### src/rtl/flmap_pkg.sv
package flmap_pkg;

  localparam int SETUP_W = 14;

  typedef enum logic [1:0] {
    LANE_X1  = 2'd0,
    LANE_X2  = 2'd1,
    LANE_RSV = 2'd2,
    LANE_X4  = 2'd3
  } lane_e;

  // Field order mirrors the bit positions the host writes.
  typedef struct packed {
    lane_e      lanes;
    logic [1:0] dummy;
    logic [1:0] abytes_m1;
    logic [7:0] opcode;
  } setup_t;

  typedef enum logic [2:0] {
    S_IDLE  = 3'd0,
    S_CMD   = 3'd1,
    S_DUMMY = 3'd2,
    S_DATA  = 3'd3,
    S_CLOSE = 3'd4
  } seq_e;

  localparam setup_t SETUP_RST = '{lanes: LANE_X1, dummy: 2'd0,
                                   abytes_m1: 2'd2, opcode: 8'h03};

  function automatic int lane_count(input lane_e m);
    case (m)
      LANE_X2: return 2;
      LANE_X4: return 4;
      default: return 1;
    endcase
  endfunction

endpackage

### src/rtl/flmap_regs.sv
module flmap_regs
  import flmap_pkg::*;
#(
  parameter int NCS        = 4,
  parameter int REG_AW     = 8,
  parameter int SWITCH_OFS = 'h64,
  parameter int SETUP_OFS  = 'h54
) (
  input  logic               clk,
  input  logic               rst,
  input  logic               we,
  input  logic [REG_AW-1:0]  addr,
  input  logic [SETUP_W-1:0] wdata,
  output logic               map_en,
  output setup_t             setup_q [NCS]
);

  always_ff @(posedge clk) begin
    if (rst) begin
      map_en <= 1'b0;
    end else if (we && addr == REG_AW'(SWITCH_OFS)) begin
      map_en <= wdata[0];
    end
  end

  for (genvar n = 0; n < NCS; n++) begin : g_setup
    localparam logic [REG_AW-1:0] OFS = REG_AW'(SETUP_OFS + 4 * n);
    always_ff @(posedge clk) begin
      if (rst) begin
        setup_q[n] <= SETUP_RST;
      end else if (we && addr == OFS) begin
        setup_q[n] <= setup_t'(wdata);
      end
    end
  end

endmodule

### src/rtl/flmap_ctrl.sv
module flmap_ctrl
  import flmap_pkg::*;
#(
  parameter int NCS       = 4,
  parameter int CS_W      = (NCS > 1) ? $clog2(NCS) : 1,
  parameter int ADDR_W    = 24,
  parameter int LEN_W     = 8,
  parameter int DATA_W    = 32,
  parameter int WIN_BYTES = 4096
) (
  input  logic              clk,
  input  logic              rst,
  input  logic              req,
  input  logic [CS_W-1:0]   req_cs,
  input  logic [ADDR_W-1:0] req_addr,
  input  logic [LEN_W-1:0]  req_len,
  input  logic              map_en,
  input  setup_t            setup [NCS],
  output logic              ready,
  output logic              valid,
  output logic              err,
  output logic              sck,
  output logic [NCS-1:0]    cs_n,
  output logic              oe0,
  output logic              dp_load,
  output logic [7:0]        dp_op,
  output logic [1:0]        dp_abm1,
  output logic              dp_tx_shift,
  output logic              dp_rx_shift,
  output logic              dp_word_end,
  output lane_e             dp_lanes
);

  localparam int WB    = DATA_W / 8;
  localparam int END_W = ADDR_W + LEN_W + 4;
  localparam int CNT_W = $clog2(((DATA_W > 40) ? DATA_W : 40) + 1);

  seq_e              st;
  setup_t            cur;
  setup_t            sel;
  logic [CNT_W-1:0]  cnt;
  logic [LEN_W-1:0]  words;
  logic [END_W-1:0]  end_addr;
  logic              accept, cs_ok, win_ok, start_ok, last_bit;

  function automatic logic [CNT_W-1:0] clocks_per_word(input lane_e m);
    return CNT_W'(DATA_W / lane_count(m));
  endfunction

  assign sel      = setup[req_cs];
  assign cs_ok    = int'(req_cs) < NCS;
  assign end_addr = END_W'(req_addr) + END_W'(req_len) * END_W'(WB);
  assign win_ok   = (req_len != '0) && (end_addr <= END_W'(WIN_BYTES));
  assign accept   = (st == S_IDLE) && req;
  assign start_ok = accept && map_en && cs_ok && win_ok;
  assign last_bit = (cnt == CNT_W'(1));

  always_ff @(posedge clk) begin
    if (rst) begin
      st    <= S_IDLE;
      cur   <= SETUP_RST;
      cnt   <= '0;
      words <= '0;
      sck   <= 1'b0;
      cs_n  <= '1;
      oe0   <= 1'b0;
      valid <= 1'b0;
      err   <= 1'b0;
    end else begin
      valid <= 1'b0;
      err   <= 1'b0;
      case (st)
        S_IDLE: begin
          if (accept) begin
            if (start_ok) begin
              st    <= S_CMD;
              cur   <= sel;
              cs_n  <= ~(NCS'(1) << req_cs);
              oe0   <= 1'b1;
              cnt   <= CNT_W'(16 + 8 * int'(sel.abytes_m1));
              words <= req_len;
            end else begin
              err <= 1'b1;
            end
          end
        end
        S_CMD: begin
          sck <= ~sck;
          if (sck) begin
            if (last_bit) begin
              oe0 <= 1'b0;
              if (cur.dummy != 2'd0) begin
                st  <= S_DUMMY;
                cnt <= CNT_W'(8 * int'(cur.dummy));
              end else begin
                st  <= S_DATA;
                cnt <= clocks_per_word(cur.lanes);
              end
            end else begin
              cnt <= cnt - CNT_W'(1);
            end
          end
        end
        S_DUMMY: begin
          sck <= ~sck;
          if (sck) begin
            if (last_bit) begin
              st  <= S_DATA;
              cnt <= clocks_per_word(cur.lanes);
            end else begin
              cnt <= cnt - CNT_W'(1);
            end
          end
        end
        S_DATA: begin
          sck <= ~sck;
          if (sck) begin
            if (last_bit) begin
              valid <= 1'b1;
              cnt   <= clocks_per_word(cur.lanes);
              if (words == LEN_W'(1)) begin
                st   <= S_CLOSE;
                cs_n <= '1;
              end else begin
                words <= words - LEN_W'(1);
              end
            end else begin
              cnt <= cnt - CNT_W'(1);
            end
          end
        end
        S_CLOSE: st <= S_IDLE;
        default: st <= S_IDLE;
      endcase
    end
  end

  assign ready       = (st == S_IDLE);
  assign dp_load     = start_ok;
  assign dp_op       = sel.opcode;
  assign dp_abm1     = sel.abytes_m1;
  assign dp_tx_shift = (st == S_CMD) && sck;
  assign dp_rx_shift = (st == S_DATA) && sck;
  assign dp_word_end = dp_rx_shift && last_bit;
  assign dp_lanes    = cur.lanes;

endmodule

### src/rtl/flmap_dpath.sv
module flmap_dpath
  import flmap_pkg::*;
#(
  parameter int ADDR_W = 24,
  parameter int DATA_W = 32
) (
  input  logic              clk,
  input  logic              rst,
  input  logic              load,
  input  logic [7:0]        op,
  input  logic [1:0]        abm1,
  input  logic [ADDR_W-1:0] addr,
  input  logic              tx_shift,
  input  logic              rx_shift,
  input  logic              word_end,
  input  lane_e             lanes,
  input  logic [3:0]        io_in,
  output logic              tx_bit,
  output logic [DATA_W-1:0] word
);

  localparam int TX_W = 40;

  logic [TX_W-1:0]   tx_sr;
  logic [DATA_W-1:0] rx_sr, rx_nxt;
  logic [31:0]       addr_al;

  // Left-align the address so its top sent byte sits just below the opcode.
  assign addr_al = 32'(addr) << (8 * (3 - int'(abm1)));

  always_comb begin
    case (lanes)
      LANE_X2: rx_nxt = {rx_sr[DATA_W-3:0], io_in[1:0]};
      LANE_X4: rx_nxt = {rx_sr[DATA_W-5:0], io_in};
      default: rx_nxt = {rx_sr[DATA_W-2:0], io_in[1]};
    endcase
  end

  always_ff @(posedge clk) begin
    if (rst) begin
      tx_sr <= '0;
      rx_sr <= '0;
      word  <= '0;
    end else begin
      if (load) begin
        tx_sr <= {op, addr_al};
      end else if (tx_shift) begin
        tx_sr <= {tx_sr[TX_W-2:0], 1'b0};
      end
      if (rx_shift) begin
        rx_sr <= rx_nxt;
      end
      if (word_end) begin
        word <= rx_nxt;
      end
    end
  end

  assign tx_bit = tx_sr[TX_W-1];

endmodule

### src/rtl/flash_map_rd.sv
module flash_map_rd
  import flmap_pkg::*;
#(
  parameter int NCS       = 4,
  parameter int CS_W      = (NCS > 1) ? $clog2(NCS) : 1,
  parameter int ADDR_W    = 24,
  parameter int LEN_W     = 8,
  parameter int DATA_W    = 32,
  parameter int REG_AW    = 8,
  parameter int WIN_BYTES = 4096
) (
  input  logic              clk,
  input  logic              rst,
  input  logic              reg_we,
  input  logic [REG_AW-1:0] reg_addr,
  input  logic [13:0]       reg_wdata,
  input  logic              rd_req,
  input  logic [CS_W-1:0]   rd_cs,
  input  logic [ADDR_W-1:0] rd_addr,
  input  logic [LEN_W-1:0]  rd_len,
  output logic              rd_ready,
  output logic              rd_valid,
  output logic [DATA_W-1:0] rd_data,
  output logic              rd_err,
  output logic              flash_sclk,
  output logic [NCS-1:0]    flash_cs_n,
  output logic [3:0]        flash_io_out,
  output logic [3:0]        flash_io_oe,
  input  logic [3:0]        flash_io_in
);

  logic       map_en;
  setup_t     setup_q [NCS];
  logic       oe0, tx_bit;
  logic       dp_load, dp_tx_shift, dp_rx_shift, dp_word_end;
  logic [7:0] dp_op;
  logic [1:0] dp_abm1;
  lane_e      dp_lanes;

  flmap_regs #(
    .NCS(NCS), .REG_AW(REG_AW)
  ) i_regs (
    .clk(clk), .rst(rst), .we(reg_we), .addr(reg_addr), .wdata(reg_wdata),
    .map_en(map_en), .setup_q(setup_q)
  );

  flmap_ctrl #(
    .NCS(NCS), .CS_W(CS_W), .ADDR_W(ADDR_W), .LEN_W(LEN_W),
    .DATA_W(DATA_W), .WIN_BYTES(WIN_BYTES)
  ) i_ctrl (
    .clk(clk), .rst(rst), .req(rd_req), .req_cs(rd_cs), .req_addr(rd_addr),
    .req_len(rd_len), .map_en(map_en), .setup(setup_q),
    .ready(rd_ready), .valid(rd_valid), .err(rd_err), .sck(flash_sclk),
    .cs_n(flash_cs_n), .oe0(oe0), .dp_load(dp_load), .dp_op(dp_op),
    .dp_abm1(dp_abm1), .dp_tx_shift(dp_tx_shift), .dp_rx_shift(dp_rx_shift),
    .dp_word_end(dp_word_end), .dp_lanes(dp_lanes)
  );

  flmap_dpath #(
    .ADDR_W(ADDR_W), .DATA_W(DATA_W)
  ) i_dpath (
    .clk(clk), .rst(rst), .load(dp_load), .op(dp_op), .abm1(dp_abm1),
    .addr(rd_addr), .tx_shift(dp_tx_shift), .rx_shift(dp_rx_shift),
    .word_end(dp_word_end), .lanes(dp_lanes), .io_in(flash_io_in),
    .tx_bit(tx_bit), .word(rd_data)
  );

  assign flash_io_out = {3'b000, tx_bit};
  assign flash_io_oe  = {3'b000, oe0};

endmodule

### config.mk
export PLATFORM = sky130hd
export DESIGN_NAME = flash_map_rd
export DESIGN_NICKNAME = d
export VERILOG_FILES = /design/src/rtl/flmap_pkg.sv /design/src/rtl/flmap_regs.sv /design/src/rtl/flmap_ctrl.sv /design/src/rtl/flmap_dpath.sv /design/src/rtl/flash_map_rd.sv
export SDC_FILE = /design/constraint.sdc
export NUM_CORES = 1
export LEC_CHECK = 0
export CORE_MARGIN = 2
export CORE_UTILIZATION = 32
export CTS_BUF_LIST = sky130_fd_sc_hd__clkbuf_2
export CTS_CLUSTER_DIAMETER = 150
export DETAILED_ROUTE_END_ITERATION = 7
export PLACE_DENSITY = 0.56
export SLEW_MARGIN = 40
export SYNTH_ARGS = -nofsm -noshare
export SYNTH_HDL_FRONTEND = slang
export SYNTH_SLANG_ARGS = --single-unit
### constraint.sdc
create_clock -name clk -period 8.45 [get_ports clk]
set_input_delay 1.69 -clock clk [delete_from_list [all_inputs] [get_ports clk]]
set_output_delay 1.69 -clock clk [all_outputs]
set_load 0.01 [all_outputs]
==> flow_metrics.py <==
metrics = {
    "run_status": {
        "outcome": "complete, no violations",
    },
    "critical_path": {
        "critPathArrivalTime_ns": 5.84,
        "crit_required_ns": 9.11,
        "critical_path.startpoint_type": "input pin",
        "end_kind": "flip-flop",
        "cp_max_fo": 18,
        "crit_type": "input pin to flip-flop",
    },
    "drt": {
        "drt-vias-per-instance": 5.334,
        "antenna_left": 0,
        "first_pass_iters": 7,
        "drc": 0,
        "postRouteWirelength_um": 27610,
        "vias": 8587,
        "wl_per_cell_um": 17.15,
        "initialDrtViolationCount": 712,
    },
    "clock_tree": {
        "cts.htree.levels": 4,
        "clkTransAtPathRegs_ns": 0.39,
        "hold_buffers": 0,
        "cts.sinks": 189,
        "ctsResizeCount": 0,
        "tritoncts": "yes",
        "cts_root_buffer": "clkbuf_2",
        "cts_buffers": 17,
        "post_cts_buffers": 0,
        "clock_path_buffers": 2,
        "worstSkewPairLatency_ns": 0.83,
    },
    "floorplan": {
        "die_width_um": 180.3,
        "die-area_um2": 32500,
        "core_um2": 30590,
        "die_h_um": 180.3,
        "start_util_pct": 32.51,
        "num_rows": 64,
        "pin_count": 112,
    },
    "placed_design": {
        "dp.cells": 1576,
        "port-buffer-count": 105,
        "gp_congestion": 0.8994,
        "dp_hpwl_um": 18680,
    },
    "timing": {
        "post-route-min-period_ns": 5.175,
        "relSlewSlack_pct": 44.53,
        "setup_violations": 0,
        "finClkSkew_ns": 0.08053,
        "whs_ns": 0.4675,
        "worst_slew_pin_slew_ns": 0.8321,
        "finalSetupTns_ns": 0,
        "final_max_slew_viol_count": 0,
        "min_period_over_period_pct": 61.24,
        "rsz0062_at_grt": "false",
        "finalHoldViolCount": 0,
        "max_freq_mhz": 193.3,
    },
    "finish": {
        "final_cells": 1610,
        "final_cell_mix": "189 x dfxtp_1, 162 x nor2_1, 104 x clkdlybuf4s50_1",
        "layout_commonest_cell": "dfxtp_1",
        "drive_gt1_share_pct": 10.39,
        "fin_util_pct": 37.87,
        "fillers": 3175,
        "fin_nets": 1281,
        "layout-area-overhead-vs-synth_pct": 16.48,
    },
    "synthesis": {
        "ys_seq_elements": 189,
        "synth-seq-area-share_pct": 38.05,
        "ys_warn_count": 0,
        "syn-cell-area_um2": 9945,
        "synthArstFlopShare_pct": 0,
        "synth_flop_cell": "dfxtp_1",
        "yosysUniqueCellTypes": 71,
        "avgSynthCellArea_um2": 8.662,
        "synthCells": 1148,
        "synth-edff-count": 0,
    },
    "hold_path": {
        "hold_path.class": "flip-flop to flip-flop",
    },
    "global_routing": {
        "antenna_found_initial": 1,
        "grt_overflow": 0,
        "grt_pass1_wl_um": 44680,
        "grt_max_degree": 108,
        "grt_usage_pct": 16.79,
        "grt_pass1_vias": 8094,
    },
    "pwr": {
        "cellPowerDensity_nw_per_um2": 136.4,
        "vdd_drop_max_v": 0.00007827,
        "power_leakage_nw": 3.918,
    },
    "flow_run": {
        "maxCapViolations": 0,
    },
}
==> cell type report <==
class | count | area, um^2 | share of cell area [%]
Antenna cell | 1 | 2.502 | 0.02160
Clock buffer | 17 | 85.08 | 0.7345
Clock inverter | 15 | 212.7 | 1.836
Inverter | 22 | 82.58 | 0.7129
Multi-Input combinational cell | 850 | 5757 | 49.70
Sequential cell | 189 | 3784 | 32.66
Tap cell | 396 | 495.5 | 4.277
Timing Repair Buffer | 120 | 1165 | 10.06
==> synthesized netlist by cell type (4+ instances only) <==
cell | n | share of area (%)
dfxtp_1 | 189 | 38
nor2_1 | 165 | 6.2
nand2_1 | 98 | 3.7
mux2i_1 | 89 | 9.0
a211oi_1 | 87 | 6.6
clkbuf_1 | 72 | 2.7
a21oi_1 | 63 | 3.2
a22oi_1 | 48 | 3.6
mux2_2 | 39 | 4.4
o21ai_0 | 33 | 1.7
nand3_1 | 24 | 1.2
inv_1 | 22 | 0.83
ha_1 | 16 | 2.0
nor2b_1 | 15 | 0.94
nor3_1 | 14 | 0.70
mux4_2 | 12 | 2.7
buf_2 | 10 | 0.50
o31ai_1 | 10 | 0.75
buf_4 | 8 | 0.60
nor4_1 | 8 | 0.50
nand4_1 | 6 | 0.38
or2_2 | 6 | 0.38
or3_1 | 6 | 0.38
xnor2_1 | 6 | 0.53
a31oi_1 | 5 | 0.31
and3_1 | 5 | 0.31
nor3b_1 | 5 | 0.38
o211ai_1 | 5 | 0.38
and3b_1 | 4 | 0.35
nand2b_1 | 4 | 0.25
nor4b_1 | 4 | 0.35
o22a_1 | 4 | 0.35
o22ai_1 | 4 | 0.25
o311ai_0 | 4 | 0.35
xor2_1 | 4 | 0.35
==> stage by stage <==
| stage | worst slack (ns) | power (mW) | cell area, um^2 |
|---|---|---|---|
| 2_1_floorplan | 3.985 | 0.9945 | 9963 |
| 3_3_place_gp | 2.228 | 1.060 | 11250 |
| 3_5_place_dp | 2.380 | 1.060 | 11270 |
| 4_1_cts | 3.329 | 1.604 | 11570 |
| 5_1_grt | 3.081 | 1.649 | 11580 |
| 6_report | 3.275 | 1.580 | 11580 |
==> logic make-up after synthesis <==
kind of cell    synth area share, %
mux                           16.09
compound gates                21.04
fa+ha+maj                     2.214
flops                         38.05
xor+xnor                     0.8807
simple gates                  16.96
other cells                 0.03771
buf+inv                       4.731
==> routing by layer <==
| metal | share of wire, % | vias to the layer above | track usage, % |
|---|---|---|---|
| met5 | 0 | - | 0 |
| met4 | 0.74 | 0 | 3.161 |
| met3 | 5.1 | 12 | 3.597 |
| met2 | 46 | 233 | 27.15 |
| met1 | 48 | 4066 | 23.20 |
| li1 | - | 4276 | - |
==> worst max-delay path, cell delays in order <==
cell and delay [ns]:
clkdlybuf4s50_1 0.61, ha_1 0.23, inv_1 0.06, fa_1 0.46, nor4b_1 0.32, o221ai_1 0.18
nor3_1 0.20, nand3_1 0.12, or4_4 0.57, a211oi_4 0.70, nor2_2 0.34, a32oi_1 0.26
a21oi_1 0.09
==> sequential cells by signal (all words and copies together) (netlist names) <==
signal and count:
i_regs.map_en 1, i_ctrl.dp_lanes 2, i_ctrl.err 1, i_ctrl.cnt 6
i_ctrl.words 8, i_ctrl.cur 2, i_ctrl.st 3, i_ctrl.sck 1
i_ctrl.oe0 1, i_regs.setup_q 56, i_ctrl.cs_n 4, i_dpath.tx_sr 40
i_ctrl.valid 1, i_dpath.word 32, i_dpath.rx_sr 31
==> final timing paths <==
| kind | startpoint | end | slack [ns] | depth (start not counted) |
|---|---|---|---|---|
| setup / recovery | rd_len[0] | i_dpath.tx_sr[2]$_SDFFE_PP0P_ | 3.28 | 13 |
| hold / removal | i_dpath.tx_sr[26]$_SDFFE_PP0P_ | i_dpath.tx_sr[26]$_SDFFE_PP0P_ | 0.47 | 2 |
| setup reg to reg | i_ctrl.st[2]$_SDFFE_PP0P_ | i_dpath.tx_sr[2]$_SDFFE_PP0P_ | 4.55 | 9 |
| hold reg to reg | i_dpath.tx_sr[26]$_SDFFE_PP0P_ | i_dpath.tx_sr[26]$_SDFFE_PP0P_ | 0.47 | 2 |
==> where the power goes <==
part           switching (mW)  total [mW]  leakage (nW)  internal [mW]
clock                   0.408       0.531         0.170          0.123
sequential           0.000246       0.898          1.52          0.898
combinational          0.0909       0.150          2.23         0.0596
No activity file was read; power rests on OpenSTA's default activity.
